`config.mk`:
```
export PLATFORM = sky130hd
export DESIGN_NAME = bridge_guard
export DESIGN_NICKNAME = d
export VERILOG_FILES = /design/src/rtl/bridge_guard_pkg.sv /design/src/rtl/bridge_guard_filter.sv /design/src/rtl/bridge_guard_blank.sv /design/src/rtl/bridge_guard_clr_timer.sv /design/src/rtl/bridge_guard_delay.sv /design/src/rtl/bridge_guard.sv
export SDC_FILE = /design/constraint.sdc
export NUM_CORES = 1
export LEC_CHECK = 0
export BUFFER_PORTS_ARGS = -buffer_cell sky130_fd_sc_hd__buf_4
export CORE_AREA = 2 2 101 103
export CTS_CLUSTER_SIZE = 40
export DETAILED_ROUTE_END_ITERATION = 10
export DIE_AREA = 0 0 103 105
export PLACE_DENSITY_LB_ADDON = 0.25
export SLEW_MARGIN = 20
export SYNTH_ARGS = -nofsm -noshare
export SYNTH_HDL_FRONTEND = slang
export SYNTH_HIERARCHICAL = 1
export SYNTH_SLANG_ARGS = --single-unit
```
`constraint.sdc`:
```
create_clock -name clk -period 4.3 [get_ports clk]
set_input_delay 0.86 -clock clk [delete_from_list [all_inputs] [get_ports clk]]
set_output_delay 0.86 -clock clk [all_outputs]
set_load 0.01 [all_outputs]
```
`src/rtl/bridge_guard_pkg.sv`:
```
package bridge_guard_pkg;
  // Collected shutdown causes, one bit per source
  typedef struct packed {
    logic uv;         // supply low
    logic dis;        // filtered enable is off
    logic trip_kill;  // trip path, kill branch after delay
    logic trip_flag;  // trip path, flag branch after delay
  } shut_src_t;

  function automatic int unsigned cnt_width(input int unsigned max_val);
    return (max_val < 2) ? 1 : $clog2(max_val);
  endfunction
endpackage

```
`src/rtl/bridge_guard_filter.sv`:
```
module bridge_guard_filter #(
  parameter int unsigned FILT_CYC = 4,
  parameter logic        RST_VAL  = 1'b0
) (
  input  logic clk,
  input  logic rst,
  input  logic din,
  output logic dout
);
  localparam int unsigned CNTW = bridge_guard_pkg::cnt_width(FILT_CYC);
  localparam logic [CNTW-1:0] LAST = CNTW'(FILT_CYC - 1);

  logic [CNTW-1:0] cnt;
  logic            q;

  always_ff @(posedge clk) begin
    if (rst) begin
      q   <= RST_VAL;
      cnt <= '0;
    end else if (din == q) begin
      cnt <= '0;
    end else if (cnt == LAST) begin
      q   <= din;
      cnt <= '0;
    end else begin
      cnt <= cnt + 1'b1;
    end
  end

  assign dout = q;

  // the filtered level moves only to a value the input held
  p_filt_hold_r9: assert property (@(posedge clk) disable iff (rst)
    !$stable(q) |-> (q == $past(din)));
  // persistence counter never passes its limit
  p_filt_bound_r8: assert property (@(posedge clk) disable iff (rst)
    32'(cnt) < FILT_CYC);
endmodule

```
`src/rtl/bridge_guard_blank.sv`:
```
module bridge_guard_blank #(
  parameter int unsigned BLANK_CYC = 3
) (
  input  logic clk,
  input  logic rst,
  input  logic raw,
  output logic qual
);
  localparam int unsigned CNTW = bridge_guard_pkg::cnt_width(BLANK_CYC);
  localparam logic [CNTW-1:0] LAST = CNTW'(BLANK_CYC - 1);

  logic [CNTW-1:0] cnt;
  logic            q;

  always_ff @(posedge clk) begin
    if (rst) begin
      q   <= 1'b0;
      cnt <= '0;
    end else if (!raw) begin
      q   <= 1'b0;
      cnt <= '0;
    end else if (cnt == LAST) begin
      q   <= 1'b1;
    end else begin
      cnt <= cnt + 1'b1;
    end
  end

  assign qual = q;

  // a dropped trip is never qualified on the next cycle
  p_blank_drop_r4: assert property (@(posedge clk) disable iff (rst)
    !raw |=> !qual);
  // qualification only arises from a present trip
  p_blank_rise_r4: assert property (@(posedge clk) disable iff (rst)
    $rose(qual) |-> $past(raw));
endmodule

```
`src/rtl/bridge_guard_clr_timer.sv`:
```
module bridge_guard_clr_timer #(
  parameter int unsigned CLR_W = 8
) (
  input  logic             clk,
  input  logic             rst,
  input  logic             trip,
  input  logic [CLR_W-1:0] clr_time,
  output logic             active
);
  logic [CLR_W-1:0] cnt;
  logic             act;
  logic [CLR_W:0]   next_cnt;

  assign next_cnt = {1'b0, cnt} + 1'b1;

  always_ff @(posedge clk) begin
    if (rst) begin
      act <= 1'b0;
      cnt <= '0;
    end else if (trip) begin
      act <= 1'b1;
      cnt <= '0;
    end else if (act) begin
      if (next_cnt >= {1'b0, clr_time}) begin
        act <= 1'b0;
        cnt <= '0;
      end else begin
        cnt <= next_cnt[CLR_W-1:0];
      end
    end
  end

  assign active = act;

  // a qualified trip always holds the fault state next cycle
  p_tmr_set_r2: assert property (@(posedge clk) disable iff (rst)
    trip |=> active);
  // a trip restarts the count from zero
  p_tmr_restart_r6: assert property (@(posedge clk) disable iff (rst)
    trip |=> (cnt == '0));
  // the fault state only ends when no trip was present
  p_tmr_fall_r5: assert property (@(posedge clk) disable iff (rst)
    $fell(act) |-> !$past(trip));
endmodule

```
`src/rtl/bridge_guard_delay.sv`:
```
module bridge_guard_delay #(
  parameter int unsigned DLY = 2
) (
  input  logic clk,
  input  logic rst,
  input  logic din,
  output logic dout
);
  generate
    if (DLY == 0) begin : g_thru
      assign dout = din;
    end else begin : g_pipe
      logic [DLY-1:0] sr;
      always_ff @(posedge clk) begin
        if (rst) begin
          sr <= '0;
        end else begin
          sr[0] <= din;
          for (int i = 1; i < DLY; i++) sr[i] <= sr[i-1];
        end
      end
      assign dout = sr[DLY-1];
    end
  endgenerate
endmodule

```
`src/rtl/bridge_guard.sv`:
```
module bridge_guard #(
  parameter int unsigned EN_FILT_CYC    = 44,
  parameter int unsigned TRIP_BLANK_CYC = 50,
  parameter int unsigned KILL_DLY_CYC   = 42,
  parameter int unsigned FLAG_DLY_CYC   = 23,
  parameter int unsigned CLR_W          = 24
) (
  input  logic             clk,
  input  logic             rst,
  input  logic             trip_i,
  input  logic             en_i,
  input  logic             uv_i,
  input  logic [CLR_W-1:0] clr_time_i,
  output logic             kill_o,
  output logic             fault_n_o
);
  import bridge_guard_pkg::*;

  logic      uv_q;
  logic      en_ok;
  logic      trip_q;
  logic      trip_act;
  logic      kill_trip;
  logic      flag_trip;
  shut_src_t src;

  // Supply flag register; assume a low supply until shown otherwise
  always_ff @(posedge clk) begin
    if (rst) uv_q <= 1'b1;
    else     uv_q <= uv_i;
  end

  bridge_guard_filter #(.FILT_CYC(EN_FILT_CYC), .RST_VAL(1'b0)) u_en_filt (
    .clk(clk), .rst(rst), .din(en_i), .dout(en_ok));

  bridge_guard_blank #(.BLANK_CYC(TRIP_BLANK_CYC)) u_blank (
    .clk(clk), .rst(rst), .raw(trip_i), .qual(trip_q));

  bridge_guard_clr_timer #(.CLR_W(CLR_W)) u_timer (
    .clk(clk), .rst(rst), .trip(trip_q), .clr_time(clr_time_i),
    .active(trip_act));

  bridge_guard_delay #(.DLY(KILL_DLY_CYC)) u_kill_dly (
    .clk(clk), .rst(rst), .din(trip_act), .dout(kill_trip));

  bridge_guard_delay #(.DLY(FLAG_DLY_CYC)) u_flag_dly (
    .clk(clk), .rst(rst), .din(trip_act), .dout(flag_trip));

  always_comb begin
    src.uv        = uv_q;
    src.dis       = ~en_ok;
    src.trip_kill = kill_trip;
    src.trip_flag = flag_trip;
  end

  always_ff @(posedge clk) begin
    if (rst) begin
      kill_o    <= 1'b1;
      fault_n_o <= 1'b0;
    end else begin
      kill_o    <= src.uv | src.dis | src.trip_kill;
      fault_n_o <= ~(src.uv | src.trip_flag);
    end
  end

  // undervoltage reaches both outputs one cycle later
  p_uv_out_r7: assert property (@(posedge clk) disable iff (rst)
    uv_q |=> (kill_o && !fault_n_o));
  // with no supply or trip cause, the flag is clear whatever enable does
  p_en_noflag_r10: assert property (@(posedge clk) disable iff (rst)
    (!uv_q && !flag_trip) |=> fault_n_o);
  // the delayed trip kill always reaches the output
  p_trip_kill_r2: assert property (@(posedge clk) disable iff (rst)
    kill_trip |=> kill_o);
endmodule

```
Word level (Yosys, flattened, before mapping). Cells that the tools add are included.

$add $sub $neg: 3. $mul: 0. Div/mod/pow operators: 0. Magnitude comparators: 1. Eq/ne operators: 3. Shifts and indexed selects: 0. Muxes and demuxes: 4. Bitwise logic cells: 7. Reduce and logical (&&, ||, !) cells: 4.

Operator list (count): adder 24 x 1 -> 25 bit, second input constant (1); >= comparator 25 x 24 -> 1 bit (1); two-way mux 24 bit (1); adder 6 x 1 -> 6 bit, second input constant (2); == test 6 bit, second input constant (2); inverter 1 bit (4); OR reduction 2 bit (2); two-way mux 1 bit (3); bitwise OR 1 bit (3); OR reduction 3 bit (1); AND reduction 2 bit (1); == test 1 bit (1).

Flip-flop bits (word level): 107. Bits in latches: 0. RAM bits: 0. Bits in read-only memories: 0. Input bits: 29. Word-level logic and storage cells: 33. Memories: 0.

Longest topological paths before layout. Gate-level depths: netlist of run 1.

Depth after elaboration: 5. Depth in mapped cells: 14. Gate-level depth less buffers: 13.

By module. The synthesis of run 1 kept the hierarchy.

By module, submodules not included: bridge_guard_clr_timer (instances 1, cells an instance 292, area each 2277.2 sq um, sequential area each 500.5 sq um); bridge_guard_delay at u_kill_dly (instances 1, cells an instance 88, area each 1123.6 sq um, sequential area each 840.8 sq um); bridge_guard_delay at u_flag_dly (instances 1, cells an instance 48, area each 669.4 sq um, sequential area each 460.4 sq um); bridge_guard_blank (instances 1, cells an instance 32, area each 326.6 sq um, sequential area each 140.1 sq um); bridge_guard_filter (instances 1, cells an instance 29, area each 286.5 sq um, sequential area each 140.1 sq um); bridge_guard (instances 1, cells an instance 6, area each 81.3 sq um, sequential area each 60.1 sq um).

Worst setup path before layout of run 1. OpenSTA, ideal clock, no wires.

Path kind: reg-to-reg. From: register u_timer.cnt[0]. To: register u_timer.cnt[10]. Setup time: 0.065 ns. Arrival: 3.044 ns. Data required time: 4.235 ns. Slack: 1.191 ns. Cell stages (with the launch flop): 15. Cells stage by stage: dfxtp_1 ha_1 nand4_2 nor3_1 and3_1 xnor2_1 inv_1 ha_1 a21oi_1 o21ai_0 a2111oi_4 o311ai_4 buf_6 o32a_1 nor2_1.

Longest elaborated chain between the ends: 3.

Ends and longest elaborated chain: start: declaration (RTL line bridge_guard_clr_timer.sv:10) `logic [CLR_W-1:0] cnt;`; start signal: assignment (RTL line bridge_guard_clr_timer.sv:28) `cnt <= next_cnt[CLR_W-1:0];`; adder 24 x 1 -> 25 bit * (RTL line bridge_guard_clr_timer.sv:14) `assign next_cnt = {1'b0, cnt} + 1'b1;`; >= comparator 25 x 24 -> 1 bit (RTL line bridge_guard_clr_timer.sv:24) `if (next_cnt >= {1'b0, clr_time}) begin`; two-way mux 24 bit * (RTL line bridge_guard_clr_timer.sv:24).

Every way passes the cells marked *; elsewhere a longest branch is shown, timed or not. A chain may end at the register's enable or synchronous reset.

Worst setup path in the final report of run 1.
From: register u_timer.cnt[0]. To: register u_timer.cnt[6].

Same word-level chain as after synthesis.

==> results of run 1 <==
==> where the power goes <==
part / switching (W) / leakage, nW / internal, W
logic: 0.0000339 / 1.29 / 0.0000288
registers: 0.00000211 / 0.862 / 0.000993
clock network: 0.000339 / 0.105 / 0.000292
==> state kept, by name, summed over array words and instances (netlist names) <==
register / cells
fault_n_o: 1
kill_o: 1
u_blank/cnt: 6
u_blank/qual: 1
u_en_filt/cnt: 6
u_en_filt/dout: 1
u_flag_dly/g_pipe.sr: 23
u_kill_dly/g_pipe.sr: 42
u_timer/active: 1
u_timer/cnt: 24
uv_q: 1
==> cell usage after synthesis (2+ instances only) <==
master / number
sky130_fd_sc_hd__xnor2_1: 19
sky130_fd_sc_hd__inv_1: 57
sky130_fd_sc_hd__nor2_1: 30
sky130_fd_sc_hd__o21a_1: 6
sky130_fd_sc_hd__or3_1: 6
sky130_fd_sc_hd__nand2b_1: 7
sky130_fd_sc_hd__a211o_1: 4
sky130_fd_sc_hd__and3_1: 4
sky130_fd_sc_hd__or2_2: 3
sky130_fd_sc_hd__o21ai_0: 7
sky130_fd_sc_hd__buf_6: 4
sky130_fd_sc_hd__nand3_1: 14
sky130_fd_sc_hd__a21oi_1: 13
sky130_fd_sc_hd__and2b_2: 3
sky130_fd_sc_hd__nor2b_2: 14
sky130_fd_sc_hd__and3_2: 2
sky130_fd_sc_hd__nor2b_1: 54
sky130_fd_sc_hd__nand4_1: 5
sky130_fd_sc_hd__and4_1: 5
sky130_fd_sc_hd__nand2_1: 29
sky130_fd_sc_hd__dfxtp_1: 107
sky130_fd_sc_hd__nor3_1: 7
sky130_fd_sc_hd__xor2_1: 4
sky130_fd_sc_hd__o32a_1: 15
sky130_fd_sc_hd__buf_2: 6
sky130_fd_sc_hd__clkbuf_1: 4
sky130_fd_sc_hd__a211oi_1: 5
sky130_fd_sc_hd__ha_1: 28
==> per-layer routing <==
layer	vias to the layer above	global-route usage [%]	part of all wire [%]
li1	1704	-	-
met1	1540	20.3	47
met2	38	26.4	47
met3	13	3.88	2.9
met4	0	6.11	2.5
met5	-	0	0
==> layout make-up <==
cell class / count / area (sq um) / area share [%]
Clock buffer: 10 / 138 / 2.61
Clock inverter: 5 / 67.6 / 1.28
Inverter: 57 / 214 / 4.05
Multi-Input combinational cell: 316 / 2310 / 43.8
Sequential cell: 107 / 2140 / 40.5
Tap cell: 133 / 166 / 3.15
Timing Repair Buffer: 32 / 240 / 4.55
==> stage by stage <==
step                total power (W)  std cells  hold WS, ns  utilization [%]  setup slack [ns]
global route                0.00176        660        0.414             54.8             0.251
detailed placement          0.00108        645        0.393             52.7             0.494
floorplan                   0.00105        495        0.371                -              1.19
global placement            0.00108        645        0.380             52.7             0.612
finish                      0.00169        660        0.404             54.8             0.488
CTS                         0.00171        660        0.408             54.8             0.473
==> worst max-delay path: cells and delay by family (launching register included) <==
| family | cells | cell delay [ns] |
|---|---|---|
| flip-flops | 1 | 0.43 |
| XOR/XNOR | 1 | 0.17 |
| AO/OA/AOI/OAI | 5 | 1.63 |
| adder cells (fa/ha/maj) | 2 | 0.56 |
| buffers and inverters | 1 | 0.08 |
| AND/OR/NAND/NOR | 4 | 0.89 |
==> worst paths after layout <==
path	startpoint	slack [ns]	to
worst max-delay path	u_timer/cnt[0]	0.49	u_timer/cnt[6]
worst min-delay path	u_flag_dly/g_pipe.sr[22]	0.40	fault_n_o
worst max register to register	u_timer/cnt[0]	0.49	u_timer/cnt[6]
worst min register to register	u_flag_dly/g_pipe.sr[22]	0.40	fault_n_o
==> cells by family after synthesis <==
family | after synthesis
buffers and inverters | 72
flip-flops | 107
AND/OR/NAND/NOR | 202
XOR/XNOR | 23
AO/OA/AOI/OAI | 63
adder cells (fa/ha/maj) | 28
==> impl_metrics.env, run 1 <==
export IMPL_dieHeight_um=105
export IMPL_cts_buffer_count=9
export IMPL_synthXorXnorAreaFrac_pct=4.23
export IMPL_synth_simple_area_share_pct=26.1
export IMPL_leakagePower_nw=2.26
export IMPL_post_synth_top_area_cell="sky130_fd_sc_hd__dfxtp_1"
export IMPL_rsz0062_at_grt="no"
export IMPL_grt_usage_pct=16.1
export IMPL_synth_net_count=552
export IMPL_worstSkewPairLatency_ns=0.36
export IMPL_synth_area_sq_mm=0.00476
export IMPL_hold_vio_cnt_final=0
export IMPL_worst_pin_slew_ns=1.08
export IMPL_cts_tree="built"
export IMPL_chipWidth_um=103
export IMPL_synth_fa_ha_area_share_pct=7.35
export IMPL_area_delta_synth_final_pct=10.9
export IMPL_detailedPlacementHpwl_um=5550
export IMPL_drive_gt1_share_pct=16.3
export IMPL_critPathMaxFanout=25
export IMPL_synth_main_ff_cell="sky130_fd_sc_hd__dfxtp_1"
export IMPL_setup_violating_endpoint_count_in_the_final_report=0
export IMPL_synth_top_area_share_pct=45.0
export IMPL_synth_lib_cells_used_distinct=61
export IMPL_worst_slew_margin_rel_pct=27.6
export IMPL_synth_top_cells_by_area="sky130_fd_sc_hd__dfxtp_1 45%, sky130_fd_sc_hd__ha_1 7.4%, sky130_fd_sc_hd__nor2b_1 7.1%"
export IMPL_status="complete, no violations"
export IMPL_asyncSetResetFlopFracSynth_pct=0
export IMPL_routed_wire_length_per_instance_um=12.1
export IMPL_crit_path_end_kind="flop"
export IMPL_worstHoldPathType="flop to flop"
export IMPL_pwr_cell_area_mw_per_mm2=320
export IMPL_drt_pre_antenna_iters=4
export IMPL_dr_first_iter_drc_count=122
export IMPL_reg2regPathDepth=13
export IMPL_period_needed_ns=3.81
export IMPL_share_of_synthesized_area_spent_on_multiplexers_pct=0
export IMPL_routed_via_density=4.99
export IMPL_crit_path_max_incr_delay_ns=0.49
export IMPL_cts_path_max_buffers=2
export IMPL_cts_resized=0
export IMPL_global_route_wire_length_before_repair_um=14100
export IMPL_fin_nets=580
export IMPL_place_congestion=0.812
export IMPL_timing_critical_path_from_type="flop"
export IMPL_postCtsHoldBufs=0
export IMPL_maxClockFrequency_ghz=0.262
export IMPL_criticalPathCategory="flop to flop"
export IMPL_max_vdd_ir_drop_mv=0.144
export IMPL_post_route_drc_count=0
export IMPL_fill_cells=889
export IMPL_mostFrequentLayoutCell="sky130_fd_sc_hd__dfxtp_1"
export IMPL_clock_tree_root_cell="sky130_fd_sc_hd__clkbuf_8"
export IMPL_pin_count=31
export IMPL_synth_yosys_warnings=6
export IMPL_drtAntennaViolNets=0
export IMPL_final_setup_tns_ns=0
export IMPL_yosys_register_bits=107
export IMPL_antenna_found_initial=0
export IMPL_grt_pass1_vias=3197
export IMPL_synth_enable_flop_cells=0
export IMPL_num_antenna_cells=0
export IMPL_stdcell_area_sq_mm=0.00528
export IMPL_cap_viol_max_count=0
export IMPL_register_area_share_after_synthesis_pct=45.0
export IMPL_design_die_area_sq_mm=0.0108
export IMPL_cpMostUsedCell="sky130_fd_sc_hd__ha_1"
export IMPL_detailroute_via_count=3295
export IMPL_timing_critical_path_cells="ha_1, nand4_2, nor3_1, and3_1, xnor2_1, inv_1, ha_1, a21oi_1, o21ai_0, a2111oi_4, o311ai_4, o32a_1, nor2_1"
export IMPL_synth_compound_gate_area_share_pct=10.9
export IMPL_initial_core_util_pct=49.4
export IMPL_worst_endpoint_required_ns=4.60
export IMPL_portBuffers=30
export IMPL_share_of_the_clock_period_used_by_the_worst_path_after_layout_pct=88.6
export IMPL_cp_slowest_cell="sky130_fd_sc_hd__a2111oi_4"
export IMPL_gr_total_overflow=0
export IMPL_worst_endpoint_arrival_ns=4.11
export IMPL_cts_post_setup_buffers_inserted=0
export IMPL_clock_tree_htree_level_count=3
export IMPL_count_of_cells_along_the_worst_hold_path=1
export IMPL_postPlaceCellArea_sq_mm=0.00508
export IMPL_post_synthesis_average_cell_area_sq_um=9.63
export IMPL_mostFrequentLayoutCells="107 x sky130_fd_sc_hd__dfxtp_1, 57 x sky130_fd_sc_hd__inv_1, 54 x sky130_fd_sc_hd__nor2b_1"
export IMPL_clkSinkCount=107
export IMPL_main_combinational_cell_family_by_area_after_synthesis="simple AND/OR/NAND/NOR gates"
export IMPL_postSynthCellCount=495
export IMPL_grt_start_max_net_pins=77
export IMPL_drt_wl_total_um=8000
export IMPL_core_footprint_sq_mm=0.00964
export IMPL_max_transition_viols_final=0
export IMPL_rows=36
export IMPL_timing_clock_skew_ns=0.00869
export IMPL_worst_setup_hold_path_clk_slew_ns=0.10
Power figures use the tool's default switching activity.
==> inputs of run 2 (changes only) <==
Settings changed: GPL_TIMING_DRIVEN set to 0.
Clock period 4.3 ns to 4.5 ns, I/O delays scaled along.
==> run 2 against run 1 <==
Clock power grew 4.4%; sequential cell count is the same; maximum frequency shrank 2.5%; via count grew 2.5%; core utilization grew 1.1 points; global-route usage grew 0.28 points; sequential share of layout area shrank 0.80 points; hold slack is essentially flat; register-to-register slack gained 0.10 ns; critical path type unchanged; critical endpoint is now u_timer/cnt[1].
==> impl_metrics.env, run 2 (same netlist as run 1, synthesis figures left out) <==
export IMPL_core_footprint_sq_mm=0.00964
export IMPL_drtAntennaViolNets=0
export IMPL_post_route_drc_count=0
export IMPL_mostFrequentLayoutCells="107 x sky130_fd_sc_hd__dfxtp_1, 57 x sky130_fd_sc_hd__inv_1, 54 x sky130_fd_sc_hd__nor2b_1"
export IMPL_cts_tree="built"
export IMPL_initial_core_util_pct=49.4
export IMPL_drive_gt1_share_pct=17.4
export IMPL_worst_slew_margin_rel_pct=63.6
export IMPL_drt_pre_antenna_iters=4
export IMPL_fin_nets=593
export IMPL_drt_wl_total_um=8260
export IMPL_count_of_cells_along_the_worst_hold_path=1
export IMPL_dieHeight_um=105
export IMPL_timing_clock_skew_ns=0.00814
export IMPL_place_congestion=0.815
export IMPL_cts_resized=0
export IMPL_cts_path_max_buffers=2
export IMPL_criticalPathCategory="flop to flop"
export IMPL_mostFrequentLayoutCell="sky130_fd_sc_hd__dfxtp_1"
export IMPL_global_route_wire_length_before_repair_um=14200
export IMPL_worst_endpoint_required_ns=4.77
export IMPL_pin_count=31
export IMPL_grt_usage_pct=16.4
export IMPL_design_die_area_sq_mm=0.0108
export IMPL_routed_wire_length_per_instance_um=12.3
export IMPL_crit_path_end_kind="flop"
export IMPL_cap_viol_max_count=0
export IMPL_antenna_found_initial=0
export IMPL_share_comb_of_total_power_pct=3.9
export IMPL_share_of_the_clock_period_used_by_the_worst_path_after_layout_pct=86.9
export IMPL_clkPwrFrac_pct=39.4
export IMPL_top_register="u_kill_dly/g_pipe.sr"
export IMPL_cts_buffer_count=9
export IMPL_clock_tree_root_cell="sky130_fd_sc_hd__clkbuf_8"
export IMPL_pwr_cell_area_mw_per_mm2=311
export IMPL_cellInternalPower_w=0.00131
export IMPL_layout_top_registers="u_kill_dly/g_pipe.sr x42, u_timer/cnt x24, u_flag_dly/g_pipe.sr x23"
export IMPL_critPathMaxFanout=10
export IMPL_worstSkewPairLatency_ns=0.36
export IMPL_chipWidth_um=103
export IMPL_max_vdd_ir_drop_mv=0.148
export IMPL_rows=36
export IMPL_timing_critical_path_depth=14
export IMPL_detailedPlacementHpwl_um=5960
export IMPL_final_setup_tns_ns=0
export IMPL_portBuffers=30
export IMPL_cp_buffers_inverters=2
export IMPL_worst_setup_hold_path_clk_slew_ns=0.10
export IMPL_max_transition_viols_final=0
export IMPL_num_antenna_cells=0
export IMPL_cts_post_setup_buffers_inserted=0
export IMPL_maxClockFrequency_ghz=0.256
export IMPL_reg2regPathDepth=14
export IMPL_timing_critical_path_from_type="flop"
export IMPL_gr_total_overflow=0
export IMPL_clock_tree_htree_level_count=3
export IMPL_layout_core_utilization_pct=55.9
export IMPL_cp_slowest_cell="sky130_fd_sc_hd__nor4_1"
export IMPL_power_switching_w=0.000369
export IMPL_worstHoldPathType="flop to flop"
export IMPL_status="complete, no violations"
export IMPL_area_delta_synth_final_pct=13.1
export IMPL_grt_pass1_vias=3293
export IMPL_power_switching_share_pct=22.0
export IMPL_routed_via_density=5.01
export IMPL_seq_power_share_pct=56.8
export IMPL_hold_vio_cnt_final=0
export IMPL_max_ffs_per_register=42
export IMPL_clkSinkCount=107
export IMPL_cpMostUsedCell="sky130_fd_sc_hd__ha_1"
export IMPL_worst_pin_slew_ns=0.546
export IMPL_rsz0062_at_grt="no"
export IMPL_dr_first_iter_drc_count=86
export IMPL_crit_path_max_incr_delay_ns=0.52
export IMPL_grt_start_max_net_pins=23
export IMPL_timing_critical_path_cells="ha_1, nand4_2, or2_4, nor3_2, xnor2_1, inv_1, ha_1, nand3_1, nor4_1, nand2_1, a21oi_2, buf_2, nor3b_1, o21a_1"
export IMPL_setup_violating_endpoint_count_in_the_final_report=0
export IMPL_leakagePower_nw=2.31
export IMPL_worst_endpoint_arrival_ns=4.17
export IMPL_detailroute_via_count=3377
export IMPL_critical_path_top_delay_family="simple AND/OR/NAND/NOR gates"
export IMPL_period_needed_ns=3.91
export IMPL_postCtsHoldBufs=0
## run 2: cell count changes in the layout (fill, tap and decap cells not counted), moves of 2 or more
cell	before	now
sky130_fd_sc_hd__buf_2	0	6
sky130_fd_sc_hd__clkbuf_1	0	5
sky130_fd_sc_hd__buf_6	0	4
sky130_fd_sc_hd__buf_4	32	30
## run 2: layer usage
layer / GRT usage, % / share of wire, % / vias up
li1: - / - / 1731
met1: 19.7 / 47 / 1566
met2: 27.7 / 48 / 62
met3: 4.21 / 3.4 / 18
met4: 6.30 / 2.1 / 0
met5: 0 / 0 / -
## run 2: power groups by stage
| stage | combinational (W) | sequential (W) | clock (W) |
|---|---|---|---|
| 2_1_floorplan | 0.0000345 | 0.000973 | 0 |
| 3_3_place_gp | 0.0000626 | 0.000973 | 0 |
| 3_5_place_dp | 0.0000655 | 0.000973 | 0 |
| 4_1_cts | 0.0000658 | 0.000951 | 0.000681 |
| 5_1_grt | 0.0000730 | 0.000952 | 0.000711 |
| 6_report | 0.0000648 | 0.000951 | 0.000659 |
## run 2: metrics by stage
step           hold slack (ns)  instance area (sq um)  power (W)  std cells  setup slack [ns]
2_1_floorplan            0.371                   4760    0.00101        495              1.39
3_3_place_gp             0.382                   5160    0.00104        658             0.691
3_5_place_dp             0.390                   5160    0.00104        658             0.634
4_1_cts                  0.409                   5390    0.00170        674             0.602
5_1_grt                  0.417                   5390    0.00174        674             0.384
6_report                 0.404                   5390    0.00167        674             0.591
## run 2: area by class of cell
type                    count  area, sq um
clock inverters             6          105
repair buffers             30          225
fillers                   867         4250
well taps                 133          166
inverters                  57          214
flip-flops and latches    107         2140
plain buffers              15         93.8
multi-input cells         316         2310
clock buffers              10          128
## run 2: path summary, 6_finish.rpt
check	end	slack, ns	startpoint
worst min-delay path	fault_n_o	0.40	u_flag_dly/g_pipe.sr[22]
worst min register to register	fault_n_o	0.40	u_flag_dly/g_pipe.sr[22]
worst max-delay path	u_timer/cnt[1]	0.59	u_timer/cnt[0]
worst max register to register	u_timer/cnt[1]	0.59	u_timer/cnt[0]
## run 2: worst reg2reg max path, cell delays in order (launching register included)
cell and delay [ns]:
sky130_fd_sc_hd__dfxtp_1 0.46, sky130_fd_sc_hd__ha_1 0.28, sky130_fd_sc_hd__nand4_2 0.17, sky130_fd_sc_hd__or2_4 0.31, sky130_fd_sc_hd__nor3_2 0.21, sky130_fd_sc_hd__xnor2_1 0.19, sky130_fd_sc_hd__inv_1 0.08, sky130_fd_sc_hd__ha_1 0.29
sky130_fd_sc_hd__nand3_1 0.15, sky130_fd_sc_hd__nor4_1 0.52, sky130_fd_sc_hd__nand2_1 0.18, sky130_fd_sc_hd__a21oi_2 0.37, sky130_fd_sc_hd__buf_2 0.33, sky130_fd_sc_hd__nor3b_1 0.08, sky130_fd_sc_hd__o21a_1 0.19
==> inputs of run 3 (changes only) <==
Settings changed: CORE_AREA 2 2 101 103 to 2 2 132 134, DIE_AREA 0 0 103 105 to 0 0 134 136.
==> run 3 against run 2 <==
Sequential power about the same; sequential cell count unchanged; core utilization decreased by 23 points; count of clock-buffer cells in the layout unchanged; critical path depth unchanged; design area increased by 3.2%; first-iteration DRC count increased by 38%; critical endpoint unchanged.
==> impl_metrics.env, run 3 (same netlist as run 1, synthesis figures left out) <==
export IMPL_grt_busiest_layer="met2"
export IMPL_leakagePower_nw=2.34
export IMPL_post_route_drc_count=0
export IMPL_cp_slowest_cell="sky130_fd_sc_hd__nor4_1"
export IMPL_dr_first_iter_drc_count=119
export IMPL_period_needed_ns=4.06
export IMPL_critPathMaxFanout=10
export IMPL_chipWidth_um=134
export IMPL_initial_core_util_pct=28.2
export IMPL_status="complete, no violations"
export IMPL_grt_met2_usage_pct=17.9
export IMPL_detailedPlacementHpwl_um=6600
export IMPL_cpMostUsedCell="sky130_fd_sc_hd__ha_1"
export IMPL_worst_pin_slew_ns=0.687
export IMPL_cts_tree="built"
export IMPL_cts_buffer_count=9
export IMPL_grt_pass1_vias=3258
export IMPL_antenna_found_initial=0
export IMPL_rows=48
export IMPL_global_route_wire_length_before_repair_um=15200
export IMPL_num_antenna_cells=0
export IMPL_r2r_setup_slack_ns=0.44
export IMPL_drt_pre_antenna_iters=4
export IMPL_criticalPathCategory="flop to flop"
export IMPL_dieHeight_um=136
export IMPL_setup_violating_endpoint_count_in_the_final_report=0
export IMPL_max_transition_viols_final=0
export IMPL_routing_usage_on_met1_pct=12.9
export IMPL_crit_path_end_kind="flop"
export IMPL_crit_path_max_incr_delay_ns=0.66
export IMPL_clkSinkCount=107
export IMPL_drtAntennaViolNets=0
export IMPL_portBuffers=30
export IMPL_routed_via_density=4.41
export IMPL_top_register="u_kill_dly/g_pipe.sr"
export IMPL_postCtsHoldBufs=0
export IMPL_postPlaceCellArea_sq_mm=0.00527
export IMPL_post_place_ws_ns=0.430
export IMPL_grt_start_max_net_pins=23
export IMPL_drt_wl_total_um=9060
export IMPL_critical_path_top_delay_family="simple AND/OR/NAND/NOR gates"
export IMPL_worstSkewPairLatency_ns=0.35
export IMPL_fin_nets=593
export IMPL_final_setup_tns_ns=0
export IMPL_worst_slew_margin_rel_pct=54.0
export IMPL_rsz0062_at_grt="no"
export IMPL_share_of_the_clock_period_used_by_the_worst_path_after_layout_pct=90.2
export IMPL_timing_critical_path_from_type="flop"
export IMPL_clock_tree_htree_level_count=3
export IMPL_design_die_area_sq_mm=0.0182
export IMPL_hold_vio_cnt_final=0
export IMPL_timing_clock_skew_ns=0.00691
export IMPL_maxClockFrequency_ghz=0.246
export IMPL_max_ffs_per_register=42
export IMPL_pin_count=31
export IMPL_core_footprint_sq_mm=0.0169
export IMPL_place_congestion=0.782
export IMPL_pwr_cell_area_mw_per_mm2=319
export IMPL_clock_tree_root_cell="sky130_fd_sc_hd__clkbuf_16"
export IMPL_max_vdd_ir_drop_mv=0.180
export IMPL_cap_viol_max_count=0
export IMPL_gr_usage_met3_pct=2.72
export IMPL_timing_critical_path_cells="ha_1, nand4_2, or2_4, nor3_2, xnor2_1, inv_1, ha_1, nand3_1, nor4_1, nand2_1, a21oi_2, buf_2, nor3b_1, o21a_1"
export IMPL_grt_usage_pct=10.5
export IMPL_cts_resized=0
export IMPL_cts_post_setup_buffers_inserted=0
export IMPL_worst_endpoint_required_ns=4.74
export IMPL_worst_endpoint_arrival_ns=4.30
export IMPL_drive_gt1_share_pct=17.4
export IMPL_cts_path_max_buffers=2
export IMPL_stdcell_area_sq_mm=0.00556
export IMPL_worst_setup_hold_path_clk_slew_ns=0.07
export IMPL_mostFrequentLayoutCell="sky130_fd_sc_hd__dfxtp_1"
export IMPL_cp_buffers_inverters=2
export IMPL_mostFrequentLayoutCells="107 x sky130_fd_sc_hd__dfxtp_1, 57 x sky130_fd_sc_hd__inv_1, 54 x sky130_fd_sc_hd__nor2b_1"
export IMPL_area_delta_synth_final_pct=16.7
export IMPL_layout_top_registers="u_kill_dly/g_pipe.sr x42, u_timer/cnt x24, u_flag_dly/g_pipe.sr x23"
export IMPL_worstHoldPathType="flop to flop"
export IMPL_detailroute_via_count=3379
export IMPL_post_route_worst_setup_slack_ns=0.440
export IMPL_gr_total_overflow=0
export IMPL_routed_wire_length_per_instance_um=11.8
==> run 3: area by class of cell <==
cell class | instances | area [sq um]
Buffer | 15 | 93.8
Clock buffer | 10 | 229
Clock inverter | 6 | 58.8
Fill cell | 1764 | 11300
Inverter | 57 | 214
Multi-Input combinational cell | 316 | 2310
Sequential cell | 107 | 2140
Tap cell | 225 | 282
Timing Repair Buffer | 30 | 225
==> run 3: worst paths after layout <==
check,cells past startpoint,from,end
worst max-delay path,14,u_timer/cnt[0],u_timer/cnt[1]
worst min-delay path,1,u_flag_dly/g_pipe.sr[22],fault_n_o
worst max register to register,14,u_timer/cnt[0],u_timer/cnt[1]
worst min register to register,1,u_flag_dly/g_pipe.sr[22],fault_n_o
==> run 3: report_power, final <==
group,switching [W],leakage [nW],total (W),internal [W]
logic,0.0000356,1.33,0.0000665,0.0000309
registers,0.00000201,0.862,0.000950,0.000948
clock network,0.000369,0.142,0.000757,0.000389
==> run 3: metal layers <==
| layer | share of wire [%] | vias to the layer above |
|---|---|---|
| li1 | - | 1731 |
| met4 | 1.1 | 0 |
| met5 | 0 | - |
| met1 | 48 | 1608 |
| met3 | 3.3 | 6 |
| met2 | 47 | 34 |
==> run 3: through the flow <==
stage               hold slack (ns)  util, %  cells  total power (W)
finish                        0.401     32.9    766          0.00177
global placement              0.385     31.2    750          0.00104
floorplan                     0.371        -    495          0.00101
global route                  0.425     32.9    766          0.00185
CTS                           0.405     32.9    766          0.00181
detailed placement            0.394     31.2    750          0.00104
